==> config.mk <==
export PLATFORM = sky130hd
export DESIGN_NAME = frac_clk_div
export DESIGN_NICKNAME = d
export VERILOG_FILES = /design/src/rtl/fcd_pkg.sv /design/src/rtl/fcd_regs.sv /design/src/rtl/fcd_core.sv /design/src/rtl/frac_clk_div.sv
export SDC_FILE = /design/constraint.sdc
export NUM_CORES = 1
export LEC_CHECK = 0
export ABC_CLOCK_PERIOD_IN_PS = 9700
export BUFFER_PORTS_ARGS = -buffer_cell sky130_fd_sc_hd__buf_2
export CORE_ASPECT_RATIO = 0.75
export CORE_MARGIN = 2
export CORE_UTILIZATION = 60
export DETAILED_ROUTE_END_ITERATION = 8
export MAX_ROUTING_LAYER = met4
export PLACE_DENSITY_LB_ADDON = 0.1
export SYNTH_ARGS = -nofsm -noshare
export SYNTH_HDL_FRONTEND = slang
export SYNTH_SLANG_ARGS = --single-unit
==> constraint.sdc <==
create_clock -name clk_i -period 9.7 [get_ports clk_i]
set_clock_uncertainty 0.05 [all_clocks]
set_input_delay 1.455 -clock clk_i [delete_from_list [all_inputs] [get_ports clk_i]]
set_output_delay 1.455 -clock clk_i [all_outputs]
set_load 0.01 [all_outputs]
==> src/rtl/fcd_pkg.sv <==
package fcd_pkg;
  localparam logic [7:0] KEY    = 8'h5A;
  localparam int         SRC_W  = 4;
  localparam int         MODE_W = 2;
  localparam int         DIV_IW = 12;
  localparam int         DIV_FW = 12;

  typedef struct packed {
    logic [MODE_W-1:0] mode;
    logic              flip;
    logic              kill;
    logic              enab;
    logic [SRC_W-1:0]  src;
  } ctrl_t;

  localparam int CTRL_W = $bits(ctrl_t);
endpackage

==> src/rtl/fcd_regs.sv <==
module fcd_regs
  import fcd_pkg::*;
(
  input  logic              clk_i,
  input  logic              rst_ni,
  input  logic              wr_en_i,
  input  logic              addr_i,
  input  logic [31:0]       wdata_i,
  input  logic              busy_i,
  output logic [31:0]       rdata_o,
  output ctrl_t             ctrl_o,
  output logic [DIV_IW-1:0] divi_o,
  output logic [DIV_FW-1:0] divf_o
);
  logic unlocked;
  assign unlocked = wr_en_i && (wdata_i[31:24] == KEY);

  always_ff @(posedge clk_i or negedge rst_ni) begin
    if (!rst_ni) begin
      ctrl_o <= '0;
      divi_o <= '0;
      divf_o <= '0;
    end else if (unlocked) begin
      if (!addr_i) begin
        ctrl_o.mode <= wdata_i[10:9];
        ctrl_o.flip <= wdata_i[8];
        ctrl_o.kill <= wdata_i[5];
        ctrl_o.enab <= wdata_i[4];
        ctrl_o.src  <= wdata_i[3:0];
      end else begin
        divi_o <= wdata_i[DIV_FW+DIV_IW-1:DIV_FW];
        divf_o <= wdata_i[DIV_FW-1:0];
      end
    end
  end

  always_comb begin
    rdata_o = '0;
    if (!addr_i) begin
      rdata_o[10:9] = ctrl_o.mode;
      rdata_o[8]    = ctrl_o.flip;
      rdata_o[7]    = busy_i;
      rdata_o[5]    = ctrl_o.kill;
      rdata_o[4]    = ctrl_o.enab;
      rdata_o[3:0]  = ctrl_o.src;
    end else begin
      rdata_o[DIV_FW+DIV_IW-1:DIV_FW] = divi_o;
      rdata_o[DIV_FW-1:0]             = divf_o;
    end
  end
endmodule

==> src/rtl/fcd_core.sv <==
module fcd_core
  import fcd_pkg::*;
#(
  parameter int N_SRC = 8
) (
  input  logic              clk_i,
  input  logic              rst_ni,
  input  ctrl_t             ctrl_i,
  input  logic [DIV_IW-1:0] divi_i,
  input  logic [DIV_FW-1:0] divf_i,
  input  logic [N_SRC-1:0]  src_tick_i,
  output logic [SRC_W-1:0]  src_w_o,
  output logic              busy_o,
  output logic              clk_o
);
  localparam int CW = DIV_IW + 1;

  logic              run_q, ext_q, inv_q, shape_q;
  logic [CW-1:0]     cnt_q;
  logic [DIV_FW-1:0] acc_q, frac_q;
  logic [DIV_IW-1:0] n_q;
  logic [SRC_W-1:0]  src_q;

  // tick mux; selects at or above N_SRC match no lane and read as ground
  logic [N_SRC-1:0] hit;
  for (genvar g = 0; g < N_SRC; g++) begin : g_lane
    assign hit[g] = src_tick_i[g] && (src_q == SRC_W'(g));
  end
  logic tick;
  assign tick = |hit;

  logic [CW-1:0]     n_eff, per_len, hi_len;
  logic              in_low, at_last, at_hi_last, stop, wrap;
  logic [DIV_FW:0]   sum;

  assign n_eff      = (n_q == '0) ? CW'(1) : {1'b0, n_q};
  assign per_len    = n_eff + CW'(ext_q);
  assign hi_len     = (per_len + CW'(1)) >> 1;
  assign in_low     = cnt_q >= hi_len;
  assign at_last    = cnt_q == per_len - CW'(1);
  assign at_hi_last = cnt_q == hi_len - CW'(1);
  assign stop       = run_q && !ctrl_i.enab && (in_low || (tick && at_hi_last));
  assign wrap       = run_q && !ctrl_i.kill && !stop && tick && at_last;
  assign sum        = {1'b0, acc_q} + {1'b0, frac_q};

  always_ff @(posedge clk_i or negedge rst_ni) begin
    if (!rst_ni) begin
      run_q   <= 1'b0;
      cnt_q   <= '0;
      acc_q   <= '0;
      ext_q   <= 1'b0;
      n_q     <= '0;
      frac_q  <= '0;
      shape_q <= 1'b0;
      src_q   <= '0;
    end else if (ctrl_i.kill) begin
      run_q <= 1'b0;
    end else if (!run_q) begin
      if (ctrl_i.enab) begin
        run_q   <= 1'b1;
        cnt_q   <= '0;
        acc_q   <= '0;
        ext_q   <= 1'b0;
        n_q     <= divi_i;
        frac_q  <= divf_i;
        shape_q <= |ctrl_i.mode;
        src_q   <= ctrl_i.src;
      end
    end else if (stop) begin
      run_q <= 1'b0;
    end else if (tick) begin
      if (at_last) begin
        cnt_q <= '0;
        if (shape_q) begin
          acc_q <= sum[DIV_FW-1:0];
          ext_q <= sum[DIV_FW];
        end else begin
          ext_q <= 1'b0;
        end
      end else begin
        cnt_q <= cnt_q + CW'(1);
      end
    end
  end

  // inversion only picked up when idle or on a period boundary
  always_ff @(posedge clk_i or negedge rst_ni) begin
    if (!rst_ni)                inv_q <= 1'b0;
    else if (!run_q || wrap)    inv_q <= ctrl_i.flip;
  end

  assign busy_o  = run_q;
  assign clk_o   = (run_q && !in_low) ^ inv_q;
  assign src_w_o = src_q;
endmodule

==> src/rtl/frac_clk_div.sv <==
module frac_clk_div
  import fcd_pkg::*;
#(
  parameter int N_SRC = 8
) (
  input  logic             clk_i,
  input  logic             rst_ni,
  input  logic             wr_en_i,
  input  logic             addr_i,
  input  logic [31:0]      wdata_i,
  output logic [31:0]      rdata_o,
  input  logic [N_SRC-1:0] src_tick_i,
  output logic             clk_o,
  output logic             busy_o
);
  ctrl_t             ctrl;
  logic [DIV_IW-1:0] divi;
  logic [DIV_FW-1:0] divf;
  logic [SRC_W-1:0]  src_w;

  fcd_regs i_regs (
    .clk_i   (clk_i),
    .rst_ni  (rst_ni),
    .wr_en_i (wr_en_i),
    .addr_i  (addr_i),
    .wdata_i (wdata_i),
    .busy_i  (busy_o),
    .rdata_o (rdata_o),
    .ctrl_o  (ctrl),
    .divi_o  (divi),
    .divf_o  (divf)
  );

  fcd_core #(.N_SRC(N_SRC)) i_core (
    .clk_i      (clk_i),
    .rst_ni     (rst_ni),
    .ctrl_i     (ctrl),
    .divi_i     (divi),
    .divf_i     (divf),
    .src_tick_i (src_tick_i),
    .src_w_o    (src_w),
    .busy_o     (busy_o),
    .clk_o      (clk_o)
  );
endmodule

# == Word level (Yosys, flattened, before mapping) ==
# Index checks and enable logic that the tools add are counted.
# totals
ff_bits,90
input_bits,44
output_inout_bits,34
word_cells,102
# op_classes
add_sub_neg,6
magnitude_cmp,1
eq_ne,14
mux,26
bitwise_logic,4
reduce_logical,35
# ops
op,n
12-bit 2-to-1 mux,7
13-bit 2-to-1 mux,6
"13-bit by 1-bit adder with 13-bit output, second input constant",2
13-bit equality test,2
1-bit logical AND,17
"4-bit by 3-bit equality test with 1-bit output, second input constant",4
12-bit by 12-bit adder with 13-bit output,1
13-bit by 1-bit adder with 13-bit output,1
13-bit by 12-bit >= comparator with 1-bit output,1
"12-bit by 1-bit subtractor with 13-bit output, second input constant",1
"13-bit by 1-bit subtractor with 13-bit output, second input constant",1
12-bit zero test,1
1-bit 2-to-1 mux,11
"4-bit by 2-bit equality test with 1-bit output, second input constant",2
"8-bit by 7-bit equality test with 1-bit output, second input constant",1
"2-bit != test, second input constant",4
8-bit OR reduction,1
6-bit 2-to-1 mux,1
6-bit AND reduction,1
1-bit zero test,5
5-bit AND reduction,1
"4-bit by 1-bit equality test with 1-bit output, second input constant",1
4-bit zero test,1
4-bit 2-to-1 mux,1
other kinds (8),12

# == Longest topological paths before layout ==
# depth
depth_word,14
ltp_mapped,25
mapped_depth_nobuf,20

# == By module ==
# Synthesis repeated with hierarchy kept, for this count alone.
# hier_totals
cells_unflattened,731
area_unflattened_um2,7193.1
# by_module_without_submodules
module,instances,cells_each,area_each_um2,seq_area_each_um2
fcd_core,1,622,5546.6,1426.4
fcd_regs,1,109,1646.6,825.8

# == Worst setup path before layout ==
# No wires, ideal clock.
# synth_timing
kind,register -> output
from,register i_core.n_q[2]
to,output clk_o
arrival_ns,4.181
required_time_ns,8.195
slack_ns,4.014
stages_incl_launch_ff,19
n_path_buf,2
path_cell_list,dfrtp_1 buf_6 buf_6 nor4_1 a41o_1 ha_1 ha_1 xor2_1 nand4_1 a311oi_4 nand3b_1 xnor2_1 ha_1 a21o_1 a21oi_1 o211ai_1 o211ai_1 and4_1 xor2_1
# synth_between
elab_chain_cells,8
# synth_lines
element,line,rtl
start: declaration,fcd_core.sv:21,logic [DIV_IW-1:0] n_q;
start signal: assignment,fcd_core.sv:64,n_q <= divi_i;
12-bit zero test,fcd_core.sv:36,"assign n_eff = (n_q == '0) ? CW'(1) : {1'b0, n_q};"
12-bit 2-to-1 mux *,fcd_core.sv:36,
13-bit by 1-bit adder with 13-bit output *,fcd_core.sv:37,assign per_len = n_eff + CW'(ext_q);
13-bit by 1-bit adder with 13-bit output *,fcd_core.sv:38,assign hi_len = (per_len + CW'(1)) >> 1;
13-bit by 12-bit >= comparator with 1-bit output *,fcd_core.sv:39,assign in_low = cnt_q >= hi_len;
1-bit zero test *,fcd_core.sv:93,assign clk_o = (run_q && !in_low) ^ inv_q;
1-bit logical AND *,fcd_core.sv:93,
1-bit bitwise XOR *,fcd_core.sv:93,
end: declaration,frac_clk_div.sv:13,"output logic clk_o,"
# Every way passes the cells marked *; elsewhere a longest branch is shown, timed or not.

# == Worst setup path in the final report ==
# Ends and elaborated chain as after synthesis.

==> flow_metrics.env <==
export IMPL_area_growth_pct=9.476
export IMPL_p_int_uw=831.6
export IMPL_pwr_share_clk_pct=32.9
export IMPL_worstSkewPairLatency_ns=0.35
export IMPL_num_vias=5470
export IMPL_relSlewSlack_pct=18.61
export IMPL_p_sw_share_pct=33.19
export IMPL_worst_setup_path_type="reg -> out"
export IMPL_synth_simple_area_share_pct=17.17
export IMPL_post_drt_wl_per_cell_um=18.26
export IMPL_min_period_ns=7.051
export IMPL_cellLeakagePower_nw=3.432
export IMPL_cts_hold_fix_buffers=0
export IMPL_grt_total_usage_pct=27.92
export IMPL_worstPathRequired_ns=8.20
export IMPL_cts_sinks=90
export IMPL_rsz0062_at_grt="no"
export IMPL_hp_class="reg -> reg"
export IMPL_firstDrtPassIters=5
export IMPL_p_comb_share_pct=32.0
export IMPL_period_share_pct=72.69
export IMPL_cts_resized_gates=0
export IMPL_htreeDepth=3
export IMPL_synth_top_family_by_area="simple AND/OR/NAND/NOR gates"
export IMPL_synth_compound_area_share_pct=16.83
export IMPL_final_util_pct=67.38
export IMPL_drive_above_1_share_pct=26.20
export IMPL_crit_path_start_kind="register"
export IMPL_clk_pin_slew_ns=0.07
export IMPL_p_per_area_nw_per_um2=168.8
export IMPL_die_x_um=126.3
export IMPL_place_gp_congestion=0.8747
export IMPL_grt_max_degree=56
export IMPL_syn_area_um2=6734
export IMPL_wl_mm=15.87
export IMPL_diodes=0
export IMPL_async_reset_ff_share_pct=100.0
export IMPL_maxCapViolCount=0
export IMPL_outcome="complete, no violations"
export IMPL_synthesis_instances=683
export IMPL_rows=33
export IMPL_io_buffers=69
export IMPL_clock_path_buffers=2
export IMPL_grt_pass1_vias=5215
export IMPL_ys_warn_count=0
export IMPL_grt_remaining_overflow=0
export IMPL_final_area_um2=7372
export IMPL_syn_area_per_cell_um2=9.859
export IMPL_drtIter0Drc=311
export IMPL_dp_cells=853
export IMPL_stdcell_count=869
export IMPL_synth_xor_xnor_area_share_pct=8.473
export IMPL_finalSetupTns_ns=0
export IMPL_antenna_found_initial=0
export IMPL_fmax_ghz=0.1418
export IMPL_die_y_um=95.75
export IMPL_finalHoldViolations=0
export IMPL_cts_buffers=9
export IMPL_antenna_left=0
export IMPL_synth_adder_area_share_pct=5.686
export IMPL_finalMaxSlewViolations=0
export IMPL_final_nets=798
export IMPL_path_max_fanout=16
export IMPL_clock_root_buffer="clkbuf_16"
export IMPL_arrival_ns=5.55
export IMPL_synth_area_mux_share_pct=12.76
export IMPL_peakVddDrop_v=0.0001040
export IMPL_via_per_inst=6.295
export IMPL_coreArea_um2=10940
export IMPL_ys_seq_area_share_pct=33.44
export IMPL_reg2reg_slack_ns=3.14
export IMPL_grt_first_pass_wirelength_mm=26.01
export IMPL_ys_seq_elements=90
export IMPL_initial_utilization_pct=61.54
export IMPL_end_kind="primary output"
export IMPL_setup_viol=0
export IMPL_io_pins=78
export IMPL_die_area_um2=12100
export IMPL_synth_edf_count=0
export IMPL_place_area_um2=7023
export IMPL_postCtsSetupBuffers=0
export IMPL_yosysUniqueCellTypes=85
export IMPL_pwr_share_seq_pct=35.0
export IMPL_p_sw_uw=413.1
export IMPL_drc=0
export IMPL_cts_tree="done"
export IMPL_worst_pin_slew_ns=1.213
export IMPL_dp_hpwl_mm=11.86
export IMPL_ys_flop_type="dfrtp_1"
-- cell families after synthesis --
kind of cell             Yosys count
AO/OA/AOI/OAI                    141
AND/OR/NAND/NOR                  214
multiplexers                      74
other                              1
adder cells (fa/ha/maj)           30
buffers and inverters             74
flip-flops                        90
XOR/XNOR                          59
-- path summary, 6_finish.rpt --
check / startpoint / endpoint / cells after the start
min in group asynchronous: rst_ni / i_regs.divi_o[7] / 1
max in group asynchronous: rst_ni / i_core.cnt_q[7] / 2
worst min register to register: i_regs.ctrl_o[5] / i_core.busy_o / 1
worst max register to register: i_core.n_q[2] / i_core.acc_q[6] / 19
worst min-delay path: i_regs.ctrl_o[5] / i_core.busy_o / 1
worst max-delay path: i_core.n_q[2] / clk_o / 17
-- power by group through the flow --
stage               logic [mW]  clock network [mW]  registers (mW)
floorplan                0.313                   0           0.426
global placement         0.381                   0           0.442
detailed placement       0.393                   0           0.442
CTS                      0.396               0.417           0.435
global route             0.436               0.435           0.441
finish                   0.399               0.410           0.436
-- metal layers --
| layer | part of all wire (%) | routed length (µm) | global-route usage, % | up-vias |
|---|---|---|---|---|
| met5 | 0 | 0 | - | - |
| met4 | 1.3 | 199 | 6.593 | 0 |
| met3 | 6.5 | 1030 | 4.669 | 18 |
| met2 | 44 | 6921 | 43.15 | 207 |
| met1 | 49 | 7713 | 39.02 | 2656 |
| li1 | - | - | - | 2589 |
-- placed cells by master, fill, tap and decap left out, drive strengths merged, types with 12 or more instances in the layout --
cell type	Yosys	final
a21oi	20	20
a22o	13	13
and2	18	18
buf	28	71
dfrtp	90	90
ha	29	29
inv	26	29
mux2	69	69
nand2	35	35
nand3	30	30
nand4	13	13
nor2	43	43
nor3	17	17
o21ai	23	23
or2	12	12
xnor2	45	45
xor2	12	12
-- synthesized netlist by cell type, types with 18 or more instances --
cell / number / area (µm²)
mux2_2: 67 / 754.5
nor2_1: 43 / 161.4
nand2_1: 33 / 123.9
inv_1: 26 / 97.59
dfrtp_1: 90 / 2252
a21oi_1: 19 / 95.09
clkbuf_1: 20 / 75.07
o21ai_0: 19 / 95.09
nand3_1: 30 / 150.1
xnor2_1: 43 / 376.6
ha_1: 29 / 362.9
and2_1: 18 / 112.6
-- cell type report --
type / instances / area (µm²)
Fill cell: 849 / 3570
Clock inverter: 7 / 123.9
Tap cell: 140 / 175.2
Timing Repair Buffer: 71 / 362.8
Multi-Input combinational cell: 526 / 4135
Sequential cell: 90 / 2252
Clock buffer: 9 / 225.2
Inverter: 26 / 97.59
-- flip-flops by register name, summed over array words and instances, names as in the netlist --
signal and cells:
i_core.src_w_o 4, i_core.frac_q 12, i_regs.divf_o 12, i_core.busy_o 1, i_regs.ctrl_o 9, i_core.acc_q 12, i_core.ext_q 1, i_core.n_q 12
i_core.shape_q 1, i_regs.divi_o 12, i_core.inv_q 1, i_core.cnt_q 13
-- through the flow --
stage | hold slack (ns) | worst slack [ns] | power (mW)
floorplan | 0.3971 | 4.014 | 0.7381
global placement | 0.4363 | 3.339 | 0.8227
detailed placement | 0.4464 | 3.121 | 0.8348
CTS | 0.4562 | 2.719 | 1.248
global route | 0.4784 | 2.171 | 1.311
finish | 0.4524 | 2.649 | 1.245
-- critical path, cell delays in order, from the launching register on --
cell and delay, ns:
dfrtp_1 0.57, nor4_1 0.38, a41o_1 0.23, ha_1 0.32, ha_1 0.56, xor2_1 0.42, nand4_1 0.26, a311oi_4 0.47
nand3b_1 0.15, xnor2_1 0.26, ha_1 0.31, a21o_1 0.17, a21oi_1 0.14, o211ai_1 0.12, o211ai_1 0.21, and4_1 0.29
xor2_1 0.20, buf_2 0.16
Note: power is estimated with default switching activity, not from simulation.
